File: config.mk
export PLATFORM = sky130hd
export DESIGN_NAME = sk_forecaster
export DESIGN_NICKNAME = d
export VERILOG_FILES = /design/src/rtl/sk_fc_pkg.sv /design/src/rtl/sk_fc_seq.sv /design/src/rtl/sk_fc_store.sv /design/src/rtl/sk_fc_math.sv /design/src/rtl/sk_forecaster.sv
export SDC_FILE = /design/constraint.sdc
export NUM_CORES = 2
export LEC_CHECK = 0
export BUFFER_PORTS_ARGS = -buffer_cell sky130_fd_sc_hd__buf_2
export CAP_MARGIN = 5
export CORE_ASPECT_RATIO = 0.7
export CORE_UTILIZATION = 40
export CTS_CLUSTER_SIZE = 40
export DETAILED_ROUTE_END_ITERATION = 10
export PLACE_DENSITY_LB_ADDON = 0.08
export SLEW_MARGIN = 30
export SYNTH_ARGS = -nofsm -noshare
export SYNTH_HDL_FRONTEND = slang
export SYNTH_HIERARCHICAL = 1
export SYNTH_SLANG_ARGS = --single-unit
File: constraint.sdc
create_clock -name clk -period 7.25 [get_ports clk]
set_clock_uncertainty 0.15 [all_clocks]
set_input_delay 1.45 -clock clk [delete_from_list [all_inputs] [get_ports clk]]
set_output_delay 1.45 -clock clk [all_outputs]
set_load 0.01 [all_outputs]
File: src/rtl/sk_fc_pkg.sv
package sk_fc_pkg;
   typedef enum logic [1:0] {
      PH_IDLE  = 2'd0,
      PH_RUN   = 2'd1,
      PH_DRAIN = 2'd2
   } fc_phase_e;

   function automatic int safe_clog2(input int v);
      return (v <= 2) ? 1 : $clog2(v);
   endfunction
endpackage

File: src/rtl/sk_fc_seq.sv
module sk_fc_seq
   import sk_fc_pkg::*;
#(
   parameter int N_CNT    = 16,
   parameter int WIN_LOG2 = 2,
   localparam int IDXW    = safe_clog2(N_CNT),
   localparam int SLOTW   = (WIN_LOG2 > 0) ? WIN_LOG2 : 1
) (
   input  logic             clk,
   input  logic             rst,
   input  logic             start,
   output logic             busy,
   output logic             rd_en,
   output logic [IDXW-1:0]  rd_idx,
   output logic             s1_vld,
   output logic [IDXW-1:0]  s1_idx,
   output logic [SLOTW-1:0] slot,
   output logic             full
);
   localparam logic [IDXW-1:0]  IDX_LAST  = IDXW'(N_CNT - 1);
   localparam logic [SLOTW-1:0] SLOT_LAST = SLOTW'((2 ** WIN_LOG2) - 1);

   fc_phase_e        ph;
   logic [IDXW-1:0]  idx;
   logic [SLOTW-1:0] slot_q;
   logic [SLOTW-1:0] slot_nx;
   logic             full_q;

   generate
      if (WIN_LOG2 == 0) begin : g_single_slot
         assign slot_nx = '0;
      end else begin : g_ring
         assign slot_nx = slot_q + 1'b1;
      end
   endgenerate

   always_ff @(posedge clk) begin
      if (rst) begin
         ph     <= PH_IDLE;
         idx    <= '0;
         s1_vld <= 1'b0;
         s1_idx <= '0;
         slot_q <= '0;
         full_q <= 1'b0;
      end else begin
         s1_vld <= rd_en;
         s1_idx <= idx;
         case (ph)
            PH_IDLE: begin
               idx <= '0;
               if (start) ph <= PH_RUN;
            end
            PH_RUN: begin
               if (idx == IDX_LAST) ph <= PH_DRAIN;
               else                 idx <= idx + 1'b1;
            end
            PH_DRAIN: begin
               ph     <= PH_IDLE;
               slot_q <= slot_nx;
               if (slot_q == SLOT_LAST) full_q <= 1'b1;
            end
            default: ph <= PH_IDLE;
         endcase
      end
   end

   assign busy   = (ph != PH_IDLE);
   assign rd_en  = (ph == PH_RUN);
   assign rd_idx = idx;
   assign slot   = slot_q;
   assign full   = full_q;
endmodule

File: src/rtl/sk_fc_store.sv
module sk_fc_store
   import sk_fc_pkg::*;
#(
   parameter int N_CNT    = 16,
   parameter int CW       = 16,
   parameter int WIN_LOG2 = 2,
   localparam int W       = 2 ** WIN_LOG2,
   localparam int IDXW    = safe_clog2(N_CNT),
   localparam int SLOTW   = (WIN_LOG2 > 0) ? WIN_LOG2 : 1,
   localparam int HDEPTH  = W * N_CNT,
   localparam int HW      = safe_clog2(HDEPTH),
   localparam int SW      = CW + WIN_LOG2
) (
   input  logic             clk,
   input  logic             rst,
   input  logic             we,
   input  logic [IDXW-1:0]  idx,
   input  logic [SLOTW-1:0] slot,
   input  logic [CW-1:0]    hist_wdata,
   input  logic [SW-1:0]    sum_wdata,
   output logic [CW-1:0]    hist_rdata,
   output logic [SW-1:0]    sum_rdata
);
   logic [CW-1:0] hist_mem [HDEPTH];
   logic [SW-1:0] sum_mem  [N_CNT];
   logic [HW-1:0] haddr;

   always_comb haddr = HW'(slot) * HW'(N_CNT) + HW'(idx);

   // history slots need no reset: the sequencer's full flag gates their use
   always_ff @(posedge clk) begin
      if (we) hist_mem[haddr] <= hist_wdata;
   end

   always_ff @(posedge clk) begin
      if (rst) begin
         for (int k = 0; k < N_CNT; k++) sum_mem[k] <= '0;
      end else if (we) begin
         sum_mem[idx] <= sum_wdata;
      end
   end

   assign hist_rdata = hist_mem[haddr];
   assign sum_rdata  = sum_mem[idx];
endmodule

File: src/rtl/sk_fc_math.sv
module sk_fc_math #(
   parameter int CW       = 16,
   parameter int WIN_LOG2 = 2,
   localparam int SW      = CW + WIN_LOG2
) (
   input  logic [CW-1:0]        obs,
   input  logic [SW-1:0]        old_sum,
   input  logic [CW-1:0]        old_hist,
   input  logic                 full,
   output logic [SW-1:0]        new_sum,
   output logic [CW-1:0]        fcst_new,
   output logic signed [CW:0]   err
);
   logic [SW:0]   acc;
   logic [CW-1:0] fcst_old;

   always_comb begin
      acc = {1'b0, old_sum} + (SW+1)'(obs);
      if (full) acc = acc - (SW+1)'(old_hist);
      new_sum = acc[SW-1:0];
   end

   generate
      if (WIN_LOG2 == 0) begin : g_no_avg
         assign fcst_old = old_sum;
         assign fcst_new = new_sum;
      end else begin : g_shift_avg
         assign fcst_old = old_sum[SW-1:WIN_LOG2];
         assign fcst_new = new_sum[SW-1:WIN_LOG2];
      end
   endgenerate

   assign err = $signed({1'b0, obs}) - $signed({1'b0, fcst_old});
endmodule

File: src/rtl/sk_forecaster.sv
module sk_forecaster
   import sk_fc_pkg::*;
#(
   parameter int CW       = 16,
   parameter int ROWS     = 2,
   parameter int COLS     = 8,
   parameter int WIN_LOG2 = 2,
   localparam int N_CNT   = ROWS * COLS,
   localparam int IDXW    = safe_clog2(N_CNT),
   localparam int SLOTW   = (WIN_LOG2 > 0) ? WIN_LOG2 : 1,
   localparam int SW      = CW + WIN_LOG2
) (
   input  logic              clk,
   input  logic              rst,
   input  logic              start,
   output logic              busy,
   output logic              obs_rd_en,
   output logic [IDXW-1:0]   obs_rd_addr,
   input  logic [CW-1:0]     obs_rd_data,
   output logic              out_we,
   output logic [IDXW-1:0]   out_addr,
   output logic [CW-1:0]     out_fcst,
   output logic [CW:0]       out_err
);
   generate
      if (CW < 1 || CW > 48) begin : g_bad_cw
         $error("sk_forecaster: CW out of range");
      end
      if (ROWS < 1 || COLS < 1) begin : g_bad_shape
         $error("sk_forecaster: sketch needs at least one row and column");
      end
      if (WIN_LOG2 < 0 || WIN_LOG2 > 6) begin : g_bad_win
         $error("sk_forecaster: WIN_LOG2 out of range");
      end
   endgenerate

   logic             s1_vld;
   logic [IDXW-1:0]  s1_idx;
   logic [SLOTW-1:0] slot;
   logic             full;
   logic [CW-1:0]    hist_rdata;
   logic [SW-1:0]    sum_rdata;
   logic [SW-1:0]    sum_next;
   logic [CW-1:0]    fcst_next;
   logic signed [CW:0] err_next;

   sk_fc_seq #(.N_CNT(N_CNT), .WIN_LOG2(WIN_LOG2)) u_seq (
      .clk    (clk),
      .rst    (rst),
      .start  (start),
      .busy   (busy),
      .rd_en  (obs_rd_en),
      .rd_idx (obs_rd_addr),
      .s1_vld (s1_vld),
      .s1_idx (s1_idx),
      .slot   (slot),
      .full   (full)
   );

   sk_fc_store #(.N_CNT(N_CNT), .CW(CW), .WIN_LOG2(WIN_LOG2)) u_store (
      .clk        (clk),
      .rst        (rst),
      .we         (s1_vld),
      .idx        (s1_idx),
      .slot       (slot),
      .hist_wdata (obs_rd_data),
      .sum_wdata  (sum_next),
      .hist_rdata (hist_rdata),
      .sum_rdata  (sum_rdata)
   );

   sk_fc_math #(.CW(CW), .WIN_LOG2(WIN_LOG2)) u_math (
      .obs      (obs_rd_data),
      .old_sum  (sum_rdata),
      .old_hist (hist_rdata),
      .full     (full),
      .new_sum  (sum_next),
      .fcst_new (fcst_next),
      .err      (err_next)
   );

   always_ff @(posedge clk) begin
      if (rst) begin
         out_we   <= 1'b0;
         out_addr <= '0;
         out_fcst <= '0;
         out_err  <= '0;
      end else begin
         out_we <= s1_vld;
         if (s1_vld) begin
            out_addr <= s1_idx;
            out_fcst <= fcst_next;
            out_err  <= err_next;
         end
      end
   end
endmodule

After elaboration in Yosys (flattened, before gate mapping)
Memory sizes are Yosys's and may differ from the RTL's. A register that Yosys moved wholly into a read port is not among the register bits.
Cells that the tools add are included.
Operators by class
  add/subtract/negate cells: 6
  eq/ne operators: 7
  mux-type cells: 16
  reduce and logical (&&, ||, !) cells: 7
Operators by type and width (count)
  18-bit two-way mux: 2
  18-bit by 16-bit adder with 18-bit output: 1
  18-bit OR reduction: 1
  18-bit by 16-bit subtractor with 18-bit output: 1
  16-bit by 16-bit subtractor with 17-bit output: 1
  4-bit two-way mux: 3
  4-bit case mux with 2 select lines: 1
  1-bit two-way mux: 7
  6-bit by 4-bit adder with 6-bit output: 1
  2-bit AND reduction: 3
  4-bit by 1-bit adder with 4-bit output (second input constant): 1
  2-bit equality test (second input constant): 2
  4-bit equality test (second input constant): 1
  2-bit two-way mux: 2
  2-bit inequality test (second input constant): 2
  2-bit case mux with 2 select lines: 1
  2-bit nonzero test: 2
  2-bit by 1-bit adder with 2-bit output (second input constant): 1
  2-bit by 1-bit equality test with 1-bit output (second input constant): 1
  2-bit zero test: 1
  2-bit by 1-bit inequality test with 1-bit output (second input constant): 1
Storage, ports and cells
  register bits after elaboration: 52
  bits in writable memories: 1312
  input port bits: 19
  output and inout port bits: 44
  logic and storage cells: 48
  memories kept: 2
Memory list
  u_store.hist_mem: words 64, width 16, rd ports 1, clocked after memory_dff 0, write ports 1, line sk_fc_store.sv:24  | logic [CW-1:0] hist_mem [HDEPTH];
  u_store.sum_mem: words 16, width 18, rd ports 1, clocked after memory_dff 1, write ports 16, line sk_fc_store.sv:25  | logic [SW-1:0] sum_mem [N_CNT];

Depth between registers and ports, before layout
  word-level depth: 5
  gate-level depth with buffers: 25
  mapped depth without buffers: 20

Hierarchy
Netlist, hierarchy kept.
By module, submodules not included
  sk_fc_store: instances 1, cells each 2444, area an instance 51808.4 um^2, seq. area each 39397.8 um^2
  sk_fc_math: instances 1, cells each 351, area an instance 2538.7 um^2, seq. area each 0.0 um^2
  sk_forecaster: instances 1, cells each 121, area an instance 1342.5 um^2, seq. area each 760.7 um^2
  sk_fc_seq: instances 1, cells each 51, area an instance 500.5 um^2, seq. area each 280.3 um^2

Worst setup path before layout
Ideal clock, no wire load.
  path kind: register to register
  start: reg u_seq.s1_idx[1]
  end: mem u_store/sum_mem[12][17] (netlist bit) (data pin)
  library setup time: 132 ps
  data arrival time: 6261 ps
  data required time: 6968 ps
  path slack: 707 ps
  stages on the path, launching flop included: 26
  buffers on the path: 6
  period minus slack after synthesis: 6543 ps
  path through: dfxtp_1 > clkbuf_1 > buf_2 > clkbuf_1 > clkbuf_1 > mux4_2 > mux4_2 > ha_1 > fa_1 > a21o_1 > a311o_1 > a31oi_1 > o21ai_0 > xor2_1 > ha_1 > nand2_1 > a21oi_1 > a211oi_1 > o21ai_1 > a21o_1 > or4b_1 > a311o_1 > o211ai_1 > buf_4 > clkbuf_1 > and2_1
RTL lines
  start, declared: line sk_fc_seq.sv:16  | output logic [IDXW-1:0] s1_idx,
  start signal, assigned: line sk_fc_seq.sv:47  | s1_idx <= idx;
  end, declared: line sk_fc_store.sv:25

==> out/qor.txt <==
Status = completed
Drt initial violations = 3637
Drt via density = 5.88
Input/output buffers = 62
Leakage = 20.8 nW
# fillers = 11652
Total GRT Usage = 23.5%
CP max FO = 24
Layout cell share with drive strength beyond 1 = 25.5%
Yosys top cell area share = 70.1%
Largest family of logic cells by synthesized area = multiplexers
Synth area leaders = edfxtp_1 (70%), mux4_2 (14%), and2_1 (3.2%)
Combinational share of power = 6.4%
Post-synthesis mux area share = 14.8%
Grt ovf = 0
CP peak stage delay = 0.72 ns
Compound-gate portion of the synthesized area = 3.61%
Setup violations, final = 0
Pint = 13.3 mW
Setup crit end kind = flop
Reg-to-reg slack, setup = 0.32 ns
Top delay family on crit path = compound AO/OA/AOI/OAI gates
Crit-path most repeated cell = a21oi_1
First-pass GRT wire length = 232 mm
Vias in the first global route = 29850
Yosys warns = 6
PwrDens = 268 mW/mm^2
Hold Path Class = reg2reg
Placement Rows = 114
CTS root buf = clkbuf_16
Final setup margin = 0.322 ns
Critical Path Source Type = flop
RSZ-0062 raised after global routing = no
Slew Limit Fails = 0
Routed WL = 166 mm
Resize count post-CTS = 0
WP data arrival = 7.42 ns
Flop pwr share = 50.9%
WP data required = 7.74 ns
Clk_lat worst skew = 0.78 ns
Minimum clock period = 6.93 ns
Core ar. = 0.139 sq mm
Commonest cells post-synth = edfxtp_1 (1312), mux4_2 (346), and2_1 (291)
Post-synth top flop = edfxtp_1
Tcrit/Tclk final = 95.6%
CP bufs+invs = 2
DR DRC count = 0
Max-cap violations = 0
Die Wd = 450 microns
CTS Buf Count = 141
Clk pwr share = 42.6%
Final hold viol count = 0
Post-Synth Simple-Gate Area = 5.77%
Slew HR = 33.9%
Synth Area in Adders = 1.22%
Detail Placement HPWL = 104 mm
Largest net degree at the start of global routing = 84
Htree depth = 4
Synth Area in XOR/XNOR = 0.655%
Total negative slack = 0 ns
Peak supply drop = 0.000185 V
TritonCTS clock tree = yes
Dpl ws = 0.357 ns
Slew @ Worst Pin = 0.988 ns
Detailed-route via count = 30223
Vert. Die Dim = 316 microns
Num Clock Sinks = 1364
Final Wtd Congestion = 0.876
Post-Syn Nets = 3039
Post-synthesis sequential area ratio = 72.0%
Asr flop ratio synth = 0%
First drt pass iteration count = 5
DRT antenna net count = 0
Sw frac = 22.3%
Drt wl/cell = 32.3 microns
Yosys reg bits = 1364
Clock-pin slew of the registers on the worst-case setup and hold paths = 0.06 ns
Crit-path cells = buf_4 -> mux4_2 -> mux4_2 -> ha_1 -> a211oi_1 -> o211ai_1 -> o21a_1 -> a21o_1 -> a21oi_1 -> xnor2_1 -> ha_1 -> a21oi_1 -> a21oi_1 -> a211oi_1 -> o21ai_1 -> a21o_1 -> or4b_1 -> a311o_1 -> o211ai_1 -> buf_4 -> and2_1
EDFF count, synth = 1312
Final layout net count = 3240
Yosys top cell by area = edfxtp_1
Die area = 0.142 sq mm
Netlist Area Pre-Place = 0.0562 sq mm
Area growth from synthesis to layout = 13.9%
Sw Pwr = 3.83 mW
Clock tree buffer depth = 3
Initial antenna violation count = 19
Yosys cell types = 70
CP max-delay cell = dfxtp_4
F_max = 144 MHz
Gate Count Post-Synth = 2967
Worst Path Class, Setup = reg2reg
Hold-fix buffers, CTS = 0
Post-CTS Repair Setup Buffers = 0
Cell with the most instances after synthesis = edfxtp_1
Initial Util = 40.5%
# IOs = 63
Synth Area per Inst = 18.9 sq um
## layout make-up
cell class / count / area (sq um) / share of cell area [%]
Clock buffer: 175 / 3760 / 5.88
Clock inverter: 76 / 812 / 1.27
Antenna cell: 6 / 15.0 / 0.0235
Timing Repair Buffer: 243 / 1810 / 2.82
Tap cell: 1856 / 2320 / 3.63
Multi-Input combinational cell: 1371 / 14700 / 22.9
Inverter: 47 / 176 / 0.276
Sequential cell: 1364 / 40500 / 63.2
## power by group through the flow
stage | clock [mW] | sequential, mW | combinational [mW]
floorplan | 0 | 8.90 | 0.654
global placement | 0 | 8.90 | 1.07
detailed placement | 0 | 8.90 | 1.09
CTS | 7.46 | 8.74 | 1.09
global route | 7.74 | 8.74 | 1.18
finish | 7.31 | 8.74 | 1.10
## worst paths after layout
| kind | from | endpoint | depth (start not counted) |
|---|---|---|---|
| min | out_fcst[14] | out_fcst[14] | 2 |
| max reg2reg | u_seq/s1_idx[0] | u_store/sum_mem[4][17] | 21 |
| min reg2reg | out_fcst[14] | out_fcst[14] | 2 |
| max | u_seq/s1_idx[0] | u_store/sum_mem[4][17] | 21 |
## registers in the layout (all words and copies together), names as in the netlist
register and count:
u_seq/rd_idx 4, u_store/hist_mem 1024, u_seq/s1_idx 4, u_seq/full 1, u_seq/slot 2, out_we 1
u_seq/s1_vld 1, u_store/sum_mem 288, u_seq/ph 2, out_addr 4, out_err 17, out_fcst 16
## kinds of logic after synthesis
logic type	count (synthesis)
flip-flops	1364
XOR/XNOR	42
AND/OR/NAND/NOR	573
multiplexers	395
adder cells (fa/ha/maj)	53
AO/OA/AOI/OAI	308
buffers and inverters	232
## worst min-delay path, stage by stage (launching register included)
cell	delay, ns
dfxtp_1	0.32
mux2i_1	0.06
nor2_1	0.07
## routing by layer
metal / global-route usage [%] / part of all wire (%) / vias up
li1: - / - / 12332
met1: 37.5 / 48 / 16357
met2: 32.4 / 42 / 1357
met3: 5.06 / 9.3 / 177
met4: 5.54 / 1.5 / 0
met5: 0 / 0 / -
## stage by stage
step	area [sq um]	utilization, %	hold WS [ns]	instances	power (mW)
floorplan	56200	-	0.312	2967	9.55
global placement	59400	42.8	0.320	4880	9.97
detailed placement	59400	42.8	0.325	4880	9.99
CTS	64000	46.1	0.341	5131	17.3
global route	64000	46.1	0.362	5132	17.7
finish	64000	46.1	0.337	5138	17.1
## cell usage in the layout, fill, tap and decap left out, drive strengths merged, types with 4 or more instances in the layout
cell type and instances:
a31oi 7, or2 19, nor3 11, nand3b 5, clkinv 54, edfxtp 1312
bufinv 16, ha 50, nand2b 13, a211oi 5, mux4 346, nand3 10
dfxtp 52, a21o 12, buf 243, clkbuf 175, nor2 141, nand2 25
o21ai 20, o211ai 6, a21oi 103, mux2 10, o21a 7, xnor2 29
or4b 4, nand4 6, diode 6, inv 51, a22oi 129, mux2i 39
xor2 13, or4 17, nor2b 16, and2 291
Power figures use the tool's default switching activity.
